## config.mk

```make
export PLATFORM = sky130hd
export DESIGN_NAME = torus_route_stage
export DESIGN_NICKNAME = d
export VERILOG_FILES = /design/src/rtl/torus_route_pkg.sv /design/src/rtl/torus_crc.sv /design/src/rtl/torus_dir_pick.sv /design/src/rtl/torus_route_stage.sv
export SDC_FILE = /design/constraint.sdc
export NUM_CORES = 1
export LEC_CHECK = 0
export ABC_AREA = 1
export BUFFER_PORTS_ARGS = -buffer_cell sky130_fd_sc_hd__buf_2
export CORE_ASPECT_RATIO = 0.7
export CORE_MARGIN = 4
export CORE_UTILIZATION = 50
export DETAILED_ROUTE_END_ITERATION = 8
export PLACE_DENSITY = 0.77
export SYNTH_ARGS = -nofsm -noshare
export SYNTH_HDL_FRONTEND = slang
export SYNTH_SLANG_ARGS = --single-unit
```

## constraint.sdc

```tcl
create_clock -name clk -period 2.16 [get_ports clk]
set_input_delay 0.432 -clock clk [delete_from_list [all_inputs] [get_ports clk]]
set_output_delay 0.432 -clock clk [all_outputs]
set_load 0.02 [all_outputs]
```

## src/rtl/torus_route_pkg.sv

```systemverilog
package torus_route_pkg;
    localparam int DEF_OFF_W = 4;
    localparam int DEF_DIMS  = 3;
    localparam int DEF_CRC_W = 8;
    localparam logic [7:0] DEF_CRC_POLY = 8'h07;

    // Port index of the plus direction of a dimension; minus is one above.
    function automatic int plus_port(input int dim);
        return 2 * dim;
    endfunction

    // The local port follows all direction ports.
    function automatic int local_port(input int dims);
        return 2 * dims;
    endfunction
endpackage

```

## src/rtl/torus_crc.sv

```systemverilog
module torus_crc #(
    parameter int          DW   = 12,
    parameter int          CW   = 8,
    parameter logic [CW-1:0] POLY = 8'h07
) (
    input  logic [DW-1:0] data_i,
    output logic [CW-1:0] crc_o
);
    logic [CW-1:0] acc;
    logic          fb;

    // Bit-serial division unrolled over the data word, most significant bit first.
    always_comb begin
        acc = '0;
        fb  = 1'b0;
        for (int i = DW - 1; i >= 0; i--) begin
            fb  = acc[CW-1] ^ data_i[i];
            acc = {acc[CW-2:0], 1'b0};
            if (fb) begin
                acc = acc ^ POLY;
            end
        end
        crc_o = acc;
    end
endmodule

```

## src/rtl/torus_dir_pick.sv

```systemverilog
module torus_dir_pick
    import torus_route_pkg::*;
#(
    parameter int OFF_W = 4,
    parameter int DIMS  = 3,
    localparam int HW   = OFF_W * DIMS,
    localparam int PN   = 2 * DIMS + 1
) (
    input  logic [HW-1:0] hdr_i,
    output logic [PN-1:0] port_o,
    output logic [HW-1:0] hdr_o
);
    logic [DIMS-1:0] nonzero;
    logic [DIMS-1:0] negative;

    for (genvar g = 0; g < DIMS; g++) begin : g_dim
        assign nonzero[g]  = |hdr_i[g*OFF_W +: OFF_W];
        assign negative[g] = hdr_i[g*OFF_W + OFF_W - 1];
    end

    logic taken;

    always_comb begin
        port_o = '0;
        hdr_o  = hdr_i;
        taken  = 1'b0;
        for (int d = 0; d < DIMS; d++) begin
            if (!taken && nonzero[d]) begin
                taken = 1'b1;
                port_o[plus_port(d) + int'(negative[d])] = 1'b1;
                if (negative[d]) begin
                    hdr_o[d*OFF_W +: OFF_W] = hdr_i[d*OFF_W +: OFF_W] + OFF_W'(1);
                end else begin
                    hdr_o[d*OFF_W +: OFF_W] = hdr_i[d*OFF_W +: OFF_W] - OFF_W'(1);
                end
            end
        end
        if (!taken) begin
            port_o[local_port(DIMS)] = 1'b1;
        end
    end
endmodule

```

## src/rtl/torus_route_stage.sv

```systemverilog
module torus_route_stage
    import torus_route_pkg::*;
#(
    parameter int OFF_W = DEF_OFF_W,
    parameter int DIMS  = DEF_DIMS,
    parameter int CRC_W = DEF_CRC_W,
    parameter logic [CRC_W-1:0] CRC_POLY = DEF_CRC_POLY,
    localparam int HDR_W = OFF_W * DIMS,
    localparam int PORT_N = 2 * DIMS + 1
) (
    input  logic              clk,
    input  logic              rst_n,
    input  logic              in_valid,
    output logic              in_ready,
    input  logic [HDR_W-1:0]  in_hdr,
    input  logic [CRC_W-1:0]  in_crc,
    output logic              out_valid,
    input  logic              out_ready,
    output logic [PORT_N-1:0] out_port,
    output logic [HDR_W-1:0]  out_hdr,
    output logic [CRC_W-1:0]  out_crc,
    output logic              err
);
    typedef struct packed {
        logic              vld;
        logic [PORT_N-1:0] port;
        logic [HDR_W-1:0]  hdr;
        logic [CRC_W-1:0]  crc;
        logic              err;
    } stage_t;

    stage_t st_d, st_q;

    logic [CRC_W-1:0]  chk_in;
    logic [CRC_W-1:0]  chk_out;
    logic [PORT_N-1:0] pick_port;
    logic [HDR_W-1:0]  next_hdr;
    logic              crc_ok;
    logic              accept;

    torus_crc #(.DW(HDR_W), .CW(CRC_W), .POLY(CRC_POLY)) u_chk_in (
        .data_i (in_hdr),
        .crc_o  (chk_in)
    );

    torus_dir_pick #(.OFF_W(OFF_W), .DIMS(DIMS)) u_pick (
        .hdr_i  (in_hdr),
        .port_o (pick_port),
        .hdr_o  (next_hdr)
    );

    torus_crc #(.DW(HDR_W), .CW(CRC_W), .POLY(CRC_POLY)) u_chk_out (
        .data_i (next_hdr),
        .crc_o  (chk_out)
    );

    assign crc_ok   = (chk_in == in_crc);
    assign in_ready = !st_q.vld || out_ready;
    assign accept   = in_valid && in_ready;

    always_comb begin
        st_d     = st_q;
        st_d.err = 1'b0;
        if (out_ready) begin
            st_d.vld = 1'b0;
        end
        if (accept) begin
            st_d.vld = crc_ok;
            st_d.err = !crc_ok;
            if (crc_ok) begin
                st_d.port = pick_port;
                st_d.hdr  = next_hdr;
                st_d.crc  = chk_out;
            end
        end
    end

    always_ff @(posedge clk) begin
        if (!rst_n) begin
            st_q <= '0;
        end else begin
            st_q <= st_d;
        end
    end

    assign out_valid = st_q.vld;
    assign out_port  = st_q.port;
    assign out_hdr   = st_q.hdr;
    assign out_crc   = st_q.crc;
    assign err       = st_q.err;

    assert_port_onehot_R1: assert property (@(posedge clk) disable iff (!rst_n)
        out_valid |-> ($countones(out_port) == 1));

    assert_local_zero_R3: assert property (@(posedge clk) disable iff (!rst_n)
        (out_valid && out_port[local_port(DIMS)]) |-> (out_hdr == '0));

    assert_err_drop_R6: assert property (@(posedge clk) disable iff (!rst_n)
        err |-> !out_valid);

    assert_one_cycle_R7: assert property (@(posedge clk) disable iff (!rst_n)
        (in_valid && in_ready && crc_ok) |=> out_valid);

    assert_hold_stall_R8: assert property (@(posedge clk) disable iff (!rst_n)
        (out_valid && !out_ready) |=> (out_valid && $stable(out_port)
                                       && $stable(out_hdr) && $stable(out_crc)));
endmodule

```

* Word-level counts from Yosys, hierarchy flattened
Index checks and enable logic that the tools add are counted.
Operators by class: add/sub/neg operators 8, reduce and logical (&&, ||, !) cells 17, equal/unequal tests 1, bitwise logic cells 46, muxes and demuxes 46, order comparisons 6
Operators with widths (number):
- $mux 3 | 24
- $not 3->3 | 22
- $ge 32x1->1 const B | 2
- $lt 32x5->1 const B | 2
- $mux 29 | 1
- $mux 27 | 1
- $mux 4 | 6
- $mux 7 | 2
- $or 7x7->7 | 2
- $add 4x1->4 const B | 3
- $reduce_or 4->1 | 3
- $sub 4x1->4 const B | 3
- $xor 1x1->1 | 12
- $xor 1x1->1 const A | 10
- $eq 8x8->1 | 1
- $mux 1 | 8
- $demux 1 s3 | 2
- $logic_and 1x1->1 | 6
- $add 3x1->4 const A | 1
- $logic_not 1->1 | 4
- $lt 1x4->1 const B | 1
- $reduce_and 2->1 | 2
- $add 2x1->3 const A | 1
- $mux 2 | 1
- other kinds (4) | 4
Storage, ports and cells: register bits 29, output and inout port bits 30, bits of input ports 24, logic and storage cells 129

* Depth between registers and ports, before layout
word-level depth 33, mapped depth 18, gate-level depth less buffers 17

* Hierarchy
From an unflattened synthesis, not the netlist that was laid out.
Second synthesis, totals: cells, all modules 544, area, all modules 3194.3 um^2
By module, submodules not included:
- torus_route_stage | sequential area each 580.6 um^2, area each 1684.1 um^2, instances 1, cells each 290
- torus_crc | sequential area each 0.0 um^2, area each 491.7 um^2, instances 2, cells each 84
- torus_dir_pick | sequential area each 0.0 um^2, area each 526.8 um^2, instances 1, cells each 86

* Worst setup path after synthesis
No wires, ideal clock.
path kind input to register, from in in_hdr[11], to reg st_q (netlist bit out_crc[1]), cell stages on the path 15, buffers on the path 1, required time 2.093 ns, slack -0.032 ns, setup time 0.067 ns, arrival time 2.125 ns, cell sequence inv_1 ha_1 inv_2 nand2_1 nand2_2 xor2_1 inv_1 nand2_1 nand2_1 nor2_2 nand3_2 nor2_4 buf_6 nand2_1 a21oi_2
On the way: word-level cells in the longest chain between the ends 13, elaborated cells on any way between the ends 37, those cells by class eq/ne: 1; mux: 16; bitwise: 17; reduce/logical: 3
RTL lines:
- from (decl) | RTL line torus_route_stage.sv:15 | input logic [HDR_W-1:0] in_hdr,
- $mux 3 / $reduce_or 4->1 (equally long branches) | RTL line torus_crc.sv:19, torus_dir_pick.sv:17
- $not 3->3 (no line) / $logic_and 1x1->1 (equally long branches)
- $mux 3 / $mux 4 (equally long branches) | RTL line torus_crc.sv:19, torus_dir_pick.sv:28
- $not 3->3 (no line) / $xor 1x1->1 (equally long branches)
- $mux 3 | RTL line torus_crc.sv:19 | if (fb) begin
- $xor 1x1->1 / $not 3->3 (equally long branches)
- $mux 3 | RTL line torus_crc.sv:19
- $not 3->3 (no line)
- $mux 3 | RTL line torus_crc.sv:19
- $not 3->3 (no line) / $xor 1x1->1 (equally long branches)
- $mux 3 | RTL line torus_crc.sv:19
- $eq 8x8->1 / $not 3->3 (equally long branches)
- $reduce_and 2->1 (no line) / $mux 3 (equally long branches)
- to (signal assigned) | RTL line torus_route_stage.sv:82 | st_q <= st_d;
- to (decl) | RTL line torus_route_stage.sv:32 | stage_t st_d, st_q;
Several ways; a longest one is shown, not always the timed one. A chain may end at the register's enable or synchronous reset.

* Worst setup path in the final report
from in in_hdr[11], to reg st_q (netlist bit out_hdr[1])
On the way: word-level cells in the longest chain between the ends 13, elaborated cells on any way between the ends 19, those cells by class eq/ne: 1; mux: 8; bitwise: 9; reduce/logical: 1
RTL lines:
- $mux 3 (*) | RTL line torus_crc.sv:19
- $not 3->3 (no line)
- $mux 3 | RTL line torus_crc.sv:19
- $not 3->3 (no line)
- $mux 3 | RTL line torus_crc.sv:19
- $xor 1x1->1 | RTL line torus_crc.sv:17 | fb = acc[CW-1] ^ data_i[i];
- $mux 3 | RTL line torus_crc.sv:19
- $not 3->3 (no line)
- $mux 3 | RTL line torus_crc.sv:19
- $not 3->3 (no line)
- $mux 3 | RTL line torus_crc.sv:19
- $eq 8x8->1 (*) | RTL line torus_route_stage.sv:57 | assign crc_ok = (chk_in == in_crc);
- $reduce_and 2->1 (no line) (*)
Every way passes the cells marked *; elsewhere a longest branch is shown, timed or not.

==> flow_summary.toml <==
[run_status]
run_status = "finished with violations"
violations = "setup timing"

[hold_path]
whs_path_depth = 3
hold_class = "in2reg"
hp-start = "rst_n"

[yosys]
syn_avg_cell_area_um2 = 5.69
async_reset_ff_share_pct = 0
synth_fp_nets = 483
synth_edf_count = 0
synth-main-ff-cell = "dfxtp_1"
synth_cells = 446
syn_area_um2 = 2540
synth_warnings = 0
ys_ff_latch = 29
ys_seq_area_share_pct = 22.9
synth_cell_types = 27

[clock_network]
cts_tree = "done"
clk_pin_slew_ns = 0.06
cts_made_buffers = 5
cts-root-buf = "clkbuf_8"
cts_hold_buf = 0
clock_latency_ns = 0.28
cts.sinks = 29
clockBufferDepth = 2
h-tree-depth = 2

[die]
core_region_area_um2 = 4830
rows = 21
die-width_um = 93.1
die_area_um2 = 6290
start_util_pct = 52.5
io_pins = 54
die_y_um = 67.6

[placed_design]
portBuffers = 53
dp_hpwl_um = 5790
gp_congestion = 0.900
pre_cts_slack_ns = -0.247

[timing]
timing.final.crit_share_pct = 101
skew_ns = 0.00228
final.setup.worst_slack_ns = -0.0240
finalSetupTns_ns = -0.131
worstMarginPinSlew_ns = 0.645
hold_viol = 0
maxSlewViolCount = 0
period_needed_ns = 2.18
rsz0062_at_grt = "true"
clock.fmax_mhz = 458
setup-violations-final = 11
max-slew-margin-rel_pct = 56.9

[routing]
postRouteWirelength_um = 8560
drcViolationCount = 0
via_per_inst = 5.17
vias = 3257
post_drt_wl_per_cell_um = 13.6
ant_nets = 0
drtPass1Iterations = 6
drt_iter0_drc = 248

[finish]
fillers = 383
nets = 597
fin_util_pct = 77.4
drive_gt1_share_pct = 37.4
syn_to_final_growth_pct = 47.6
antenna_cells = 0
final_common_cell = "nand2_1"
layout_common_cells = "nand2_1 (176), buf_4 (56), buf_2 (49)"

[pwr]
ir_drop_mv = 0.379
power_leakage_nw = 2.07
p_per_area_nw_per_um2 = 442

[grt]
top_usage_layer = "met2"
gr-usage-met2_pct = 36.2
grt_usage_pct = 23.8
antenna_found_initial = 0
grt_start_max_net_pins = 31
gr-usage-met3_pct = 5.57
use_met1_pct = 34.2
grt_pass1_vias = 2611
grt-ovfl-total = 0
grt_first_pass_wirelength_um = 11800

[worst_setup_path]
r2r_slack_ns = 0.86
crit_start = "in_hdr[11]"
worstReg2RegEnd = "out_crc[2]$_SDFFE_PN0P_"
crit_path_end_kind = "register"
critical_path_class = "in2reg"
arrival_ns = 2.39
rr_startpoint = "out_valid$_SDFFE_PN0P_"
start_kind = "input port"
endpoint = "out_hdr[1]$_SDFFE_PN0P_"
worst-path-max-fanout = 7
reg2regPathDepth = 7
critPathRequiredTime_ns = 2.36

[job]
maxCapViolCount = 0
## kinds of logic (layout without fill, tap and decap cells)
kind of cell             count (synthesis)  after routing  synth area share, %
AO/OA/AOI/OAI                           38             38                 8.09
XOR/XNOR                                 9              9                 3.11
adder cells (fa/ha/maj)                 13             13                 7.30
buffers and inverters                   63            178                 10.2
flip-flops                              29             29                 22.9
AND/OR/NAND/NOR                        294            294                 48.4
## worst max-delay path, stage by stage
cell and delay, ns:
buf_8 0.08, inv_6 0.04, ha_4 0.31, inv_6 0.06, nand2_4 0.06, nand2_4 0.08
nand2_2 0.07, nand2_1 0.06, nand2_1 0.09, nand2_1 0.06, nand2_1 0.05, nand2_1 0.05
nor2_2 0.16, nand3_2 0.12, nor2_4 0.27, buf_12 0.19, nand2_4 0.05, a21oi_2 0.14
## synth_stat cells (3+ instances only)
cell type	number	share of area, %
a21oi_1	29	5.7
clkbuf_1	3	0.44
dfxtp_1	29	23
fa_1	3	2.4
ha_1	10	4.9
inv_1	45	6.7
inv_2	9	1.3
nand2_1	210	31
nand2_2	7	1.7
nand3_1	43	8.5
nand3_2	4	1.6
nor2_1	22	3.3
nor2_2	4	0.99
o21bai_1	3	0.89
xnor2_1	6	2.1
xor2_1	3	1.0
## worst min path at each step
stage | endpoint | slack [ns]
finish | out_crc[4]$_SDFFE_PN0P_ | 0.44
global route | out_crc[4]$_SDFFE_PN0P_ | 0.44
CTS | out_crc[6]$_SDFFE_PN0P_ | 0.43
detailed placement | out_port[6]$_SDFFE_PN0P_ | 0.45
global placement | out_port[6]$_SDFFE_PN0P_ | 0.45
floorplan | out_port[1]$_SDFFE_PN0P_ | 0.54
## state kept, by name, summed over array words and instances, names as in the netlist
register   cells
out_hdr       12
out_crc        8
out_port       7
err            1
out_valid      1
## final cells by class
type	count	area (um^2)	share of cell area, %
Tap cell	69	86.3	2.31
Clock buffer	6	72.6	1.94
Multi-Input combinational cell	354	1940	51.7
Clock inverter	2	10.0	0.267
Sequential cell	29	581	15.5
Inverter	55	221	5.92
Timing Repair Buffer	115	836	22.3
## through the flow
stage | area (um^2) | instances | hold WS (ns) | total power, mW
floorplan | 2550 | 446 | 0.541 | 0.912
global placement | 3260 | 610 | 0.449 | 1.10
detailed placement | 3260 | 610 | 0.450 | 1.11
CTS | 3340 | 618 | 0.434 | 1.54
global route | 3740 | 630 | 0.437 | 1.76
finish | 3740 | 630 | 0.436 | 1.66
## metal layers
layer / share of wire, % / routed length, um
met5: 0 / 0
met4: 1.9 / 163
met3: 11 / 921
met2: 44 / 3790
met1: 43 / 3680
## report_power, final
part / total, mW / leakage, nW / switching (mW) / internal [mW]
Clock: 0.429 / 0.0450 / 0.206 / 0.223
Combinational: 0.684 / 1.79 / 0.407 / 0.277
Sequential: 0.542 / 0.234 / 0.00224 / 0.540
## repair_timing
item                                    CTS  global route
gates resized for setup                   0            82
setup buffers                             0             9
endpoints found under the setup margin    0            28
Note: power is estimated with default switching activity, not from simulation.
